==> src/rtl/pdec_tc_conv.sv <==
module pdec_tc_conv #(
  parameter int DIGITS = 8,
  localparam int W = 4 * DIGITS
) (
  input  logic         clk,
  input  logic         rst_n,
  input  logic         start,
  input  logic         mode,
  input  logic [W-1:0] din,
  output logic         busy,
  output logic         done,
  output logic [W-1:0] dout,
  output logic         invalid,
  output logic         overflow
);

  localparam int CW = (DIGITS > 1) ? $clog2(DIGITS) : 1;
  localparam logic [3:0] SGN_POS = 4'hC;
  localparam logic [3:0] SGN_NEG = 4'hD;

  typedef enum logic [1:0] {S_IDLE, S_RUN, S_FIN} state_t;

  state_t        state_q;
  logic [CW-1:0] cnt_q;
  logic [W-1:0]  src_q, acc_q, dout_q;
  logic          neg_q, mode_q, bad_q, brw_q;
  logic          done_q, inv_q, ovf_q;

  // operand inspection at capture time
  logic [DIGITS-1:0] bad_nib;
  logic              in_bad, in_neg;
  logic [W-1:0]      in_src;

  always_comb begin
    for (int i = 0; i < DIGITS; i++) begin
      if (i == 0 && !mode) bad_nib[i] = din[4*i +: 4] < 4'hA;
      else                 bad_nib[i] = din[4*i +: 4] > 4'd9;
    end
  end

  assign in_bad = |bad_nib;
  assign in_neg = mode ? (din[W-1 -: 4] >= 4'd5)
                       : (din[3:0] == 4'hB || din[3:0] == 4'hD);
  assign in_src = mode ? din : {4'h0, din[W-1:4]};

  // one digit step with decimal borrow
  logic [3:0] dig, res_dig;
  logic [4:0] take;
  logic       brw_out;

  assign dig  = src_q[3:0];
  assign take = {1'b0, dig} + {4'b0, brw_q};

  always_comb begin
    if (!neg_q) begin
      res_dig = dig;
      brw_out = 1'b0;
    end else if (take == 5'd0) begin
      res_dig = 4'd0;
      brw_out = 1'b0;
    end else begin
      res_dig = 4'(5'd10 - take);
      brw_out = 1'b1;
    end
  end

  // result assembly
  logic [W-1:0] fin_word;
  logic         fin_ovf;

  always_comb begin
    if (mode_q) begin
      fin_word = {acc_q[W-5:0], neg_q ? SGN_NEG : SGN_POS};
      fin_ovf  = acc_q[W-1 -: 4] != 4'd0;
    end else begin
      fin_word = acc_q;
      fin_ovf  = 1'b0;
    end
  end

  always_ff @(posedge clk or negedge rst_n) begin
    if (!rst_n) begin
      state_q <= S_IDLE;
      cnt_q   <= '0;
      src_q   <= '0;
      acc_q   <= '0;
      neg_q   <= 1'b0;
      mode_q  <= 1'b0;
      bad_q   <= 1'b0;
      brw_q   <= 1'b0;
      dout_q  <= '0;
      done_q  <= 1'b0;
      inv_q   <= 1'b0;
      ovf_q   <= 1'b0;
    end else begin
      done_q <= 1'b0;
      case (state_q)
        S_IDLE: if (start) begin
          state_q <= S_RUN;
          cnt_q   <= '0;
          src_q   <= in_src;
          acc_q   <= '0;
          neg_q   <= in_neg;
          mode_q  <= mode;
          bad_q   <= in_bad;
          brw_q   <= 1'b0;
        end
        S_RUN: begin
          acc_q <= {res_dig, acc_q[W-1:4]};
          src_q <= {4'h0, src_q[W-1:4]};
          brw_q <= brw_out;
          cnt_q <= cnt_q + 1'b1;
          if (cnt_q == CW'(DIGITS - 1)) state_q <= S_FIN;
        end
        S_FIN: begin
          state_q <= S_IDLE;
          done_q  <= 1'b1;
          inv_q   <= bad_q;
          dout_q  <= bad_q ? '0 : fin_word;
          ovf_q   <= bad_q ? 1'b0 : fin_ovf;
        end
        default: state_q <= S_IDLE;
      endcase
    end
  end

  assign busy     = state_q != S_IDLE;
  assign done     = done_q;
  assign dout     = dout_q;
  assign invalid  = inv_q;
  assign overflow = ovf_q;


  done_pulse_chk: assert property (@(posedge clk) disable iff (!rst_n)
    done |=> !done);


  done_after_busy_chk: assert property (@(posedge clk) disable iff (!rst_n)
    done |-> $past(busy));


  start_busy_chk: assert property (@(posedge clk) disable iff (!rst_n)
    (start && !busy) |=> busy);


  sign_norm_chk: assert property (@(posedge clk) disable iff (!rst_n)
    (done && mode_q && !invalid) |-> (dout[3:0] == SGN_POS || dout[3:0] == SGN_NEG));


  invalid_quiet_chk: assert property (@(posedge clk) disable iff (!rst_n)
    (done && invalid) |-> (dout == '0 && !overflow));


  no_overflow_chk: assert property (@(posedge clk) disable iff (!rst_n)
    (done && overflow) |-> mode_q);

endmodule

==> config.mk <==
export PLATFORM = sky130hd
export DESIGN_NAME = pdec_tc_conv
export DESIGN_NICKNAME = d
export VERILOG_FILES = /design/src/rtl/pdec_tc_conv.sv
export SDC_FILE = /design/constraint.sdc
export NUM_CORES = 1
export LEC_CHECK = 0
export BUFFER_PORTS_ARGS = -buffer_cell sky130_fd_sc_hd__buf_2
export CORE_MARGIN = 2
export CORE_UTILIZATION = 40
export CTS_BUF_LIST = sky130_fd_sc_hd__clkbuf_4
export DETAILED_ROUTE_END_ITERATION = 8
export HOLD_SLACK_MARGIN = 0.03
export PLACE_DENSITY = 0.59
export REMOVE_ABC_BUFFERS = 1
export SYNTH_ARGS = -nofsm -noshare
export SYNTH_HDL_FRONTEND = slang
export SYNTH_SLANG_ARGS = --single-unit
==> constraint.sdc <==
create_clock -name clk -period 2.4 [get_ports clk]
set_input_delay 0.24 -clock clk [delete_from_list [all_inputs] [get_ports clk]]
set_output_delay 0.24 -clock clk [all_outputs]
set_load 0.05 [all_outputs]
==> flow_metrics.py <==
metrics = {
    "final_layout": {
        "drive_gt1_frac": 0.1829,
        "area_growth_pct": 14.11,
        "nets": 611,
        "layout_common_cells": "107 x nand2_1, 107 x dfrtp_1, 70 x buf_2",
        "antennaDiodeCount": 0,
        "fin_area_mm2": 0.005779,
        "finalNonFillerCells": 746,
    },
    "clock_network": {
        "clock_latency_ns": 0.45,
        "clockBufferDepth": 2,
        "clock_sinks": 108,
        "cts.htree.levels": 3,
        "clk_pin_slew_worst_paths_ns": 0.16,
        "post-cts-setup-buffer-count": 0,
        "cts_tree": "done",
        "cts_made_buffers": 9,
        "cts_root_buf": "clkbuf_4",
    },
    "place": {
        "dp_hpwl_um": 7299,
        "placed_area_mm2": 0.005592,
        "io_buffers": 71,
        "place_congestion": 0.8149,
        "placed_cells": 726,
    },
    "critical_path": {
        "rr_startpoint": "src_q[0]",
        "worstPathCellList": "ha_1 -> ha_1 -> nand2_2 -> a2111oi_0 -> a311oi_1 -> mux2i_1 -> o21ai_1",
        "reg2reg_slack_ns": 0.36,
        "cp_common_cell": "ha_1",
        "cpPeakStageDelay_ns": 0.50,
        "timing.rr.end": "acc_q[31]",
        "crit_slowest_cell": "a2111oi_0",
        "ff2ff_path_depth": 7,
        "cp-end-kind": "flop",
        "startpoint": "src_q[0]",
        "endpoint": "acc_q[31]",
        "path_max_fanout": 3,
        "startpoint_type": "flop",
        "arrival_ns": 2.39,
        "cp.required_ns": 2.75,
        "crit_type": "flop to flop",
    },
    "routing": {
        "drt-initial-drc-count": 146,
        "drtPass1Iterations": 4,
        "wirelength_um": 10880,
        "drtAntennaViolNets": 0,
        "post_drt_wl_per_cell_um": 14.58,
        "detailroute.via_count": 3878,
        "drc": 0,
        "viasPerCell": 5.198,
    },
    "grt": {
        "grt_usage": 0.1719,
        "grt_pass1_wl_um": 18590,
        "grt_pass1_vias": 3774,
        "antenna_found_initial": 0,
        "grt-ovfl-total": 0,
        "grt_start_max_net_pins": 60,
    },
    "die": {
        "start_util": 0.4063,
        "core.rowCount": 41,
        "core-area_mm2": 0.01247,
        "die_h_um": 116.5,
        "dieWidth_um": 116.5,
        "die_area_mm2": 0.01358,
        "io_pins": 72,
    },
    "logic_synthesis": {
        "avgSynthCellArea_um2": 9.951,
        "synth_seq_area_share": 0.5336,
        "yosys_warnings": 0,
        "synth_area_mm2": 0.005065,
        "synth_cell_type_count": 40,
        "syn_inst": 509,
        "ys_ff_latch": 108,
    },
    "timing": {
        "finalCritPeriodShare": 0.8508,
        "finClkSkew_ns": 0.01062,
        "hold_violations": 0,
        "fmax_ghz": 0.4897,
        "rsz0062_at_grt": "false",
        "tightest_slew_ns": 1.053,
        "finalSetupViolCount": 0,
        "timing_max_transition_violations_final": 0,
        "period_needed_ns": 2.042,
        "max_slew_margin": 0.2980,
    },
    "power": {
        "p_leak_nw": 2.762,
        "vdd_drop_max_uv": 417.3,
        "finalPower_mw": 7.954,
        "p_per_area_mw_per_mm2": 1376,
    },
    "status": {
        "run_status": "completed",
    },
    "run": {
        "maxCapViolations": 0,
    },
    "worst_hold_path": {
        "holdCritPathClass": "input port to flop",
    },
}
## flip-flops by register name (all words and copies together) (netlist names), 2 cells and up
| name | flops |
|---|---|
| dout | 32 |
| src_q | 32 |
| acc_q | 32 |
| cnt_q | 3 |
| state_q | 2 |
## Yosys cell counts (all sizes together)
library cell  count  area (um2)
a2111oi           1       8.760
a21o              1       7.510
a21oi             3       15.01
a221o            27       270.3
a22o              1       8.760
a22oi             2       15.01
a311o             1       10.01
a311oi            1       8.760
a31oi             2       12.51
and2              4       30.03
and3              1       6.260
buf              19       98.84
clkbuf           19       71.32
dfrtp           108        2703
ha                6       75.07
inv               8       30.03
mux2              1       11.26
mux2i            58       580.6
nand2           108       407.9
nand2b            2       12.51
nand3             8       40.04
nand4             2       12.51
nor2             34       130.1
nor2b             3       18.77
nor3              1       5.000
nor4              1       6.260
o21ai            77       385.4
o2bb2ai           1       8.760
o31ai             2       15.01
o32a              1       10.01
o41ai             1       8.760
or2               1       6.260
xnor2             2       17.52
xor2              2       17.52
## worst max-delay path: cells and delay by family (launching register included)
| kind | cells | cell delay, ns |
|---|---|---|
| flops | 1 | 0.43 |
| mux | 1 | 0.18 |
| compound gates | 3 | 0.69 |
| fa+ha+maj | 2 | 0.57 |
| simple gates | 1 | 0.08 |
## layout make-up
cell class,instances,area [um2]
inverters,8,30.03
flip-flops and latches,108,2704
clock inverters,7,80.08
fillers,1221,6686
well taps,172,215.2
repair buffers,87,513.0
multi-input cells,355,2170
clock buffers,9,67.56
## power breakdown
| part | leakage (nW) | switching [mW] | internal (mW) |
|---|---|---|---|
| registers | 1.33 | 0.580 | 2.60 |
| clock network | 0.0788 | 0.627 | 0.333 |
| logic | 1.35 | 2.53 | 1.28 |
| total | 2.76 | 3.74 | 4.22 |
## layer usage
metal	GRT usage	wire length [um]	vias to the layer above
met5	0	0	-
met4	0.05000	125	0
met3	0.03062	404	9
met2	0.2833	5128	88
met1	0.2335	5217	1878
li1	-	-	1903
## timing repair
item | 4_1_cts | 5_1_grt
resized for setup | 0 | 0
setup endpoints to repair | 0 | 0
hold endpoints to repair | 44 | 0
hold buffers | 4 | 0
## worst min path at each step
stage	startpoint	depth (start not counted)	end
2_1_floorplan	rst_n	0	acc_q[0]
3_5_place_dp	rst_n	1	dout[11]
3_3_place_gp	rst_n	1	dout[11]
6_report	din[28]	3	src_q[28]
4_1_cts	din[28]	3	src_q[28]
5_1_grt	din[28]	3	src_q[28]
## metrics by stage
stage | setup TNS (ns) | worst slack (ns) | util | hold slack, ns
after detailed placement | 0 | 0.4110 | 0.4486 | 0.2705
final | 0 | 0.3581 | 0.4636 | 0.06485
after global placement | 0 | 0.5225 | 0.4486 | 0.2617
after global routing | 0 | 0.1941 | 0.4636 | 0.04847
after CTS | 0 | 0.3734 | 0.4636 | 0.03311
after floorplan | -46.14 | -1.183 | - | -0.05559
## cell families after synthesis
kind of cell / synth area share
buffers and inverters: 0.03953
muxes: 0.1168
DFF: 0.5336
xor gates and xnor gates: 0.006918
and+or+nand+nor: 0.1334
adders and majority gates: 0.01482
AOI/OAI and AO/OA: 0.1549
Note: power is estimated with default switching activity, not from simulation.
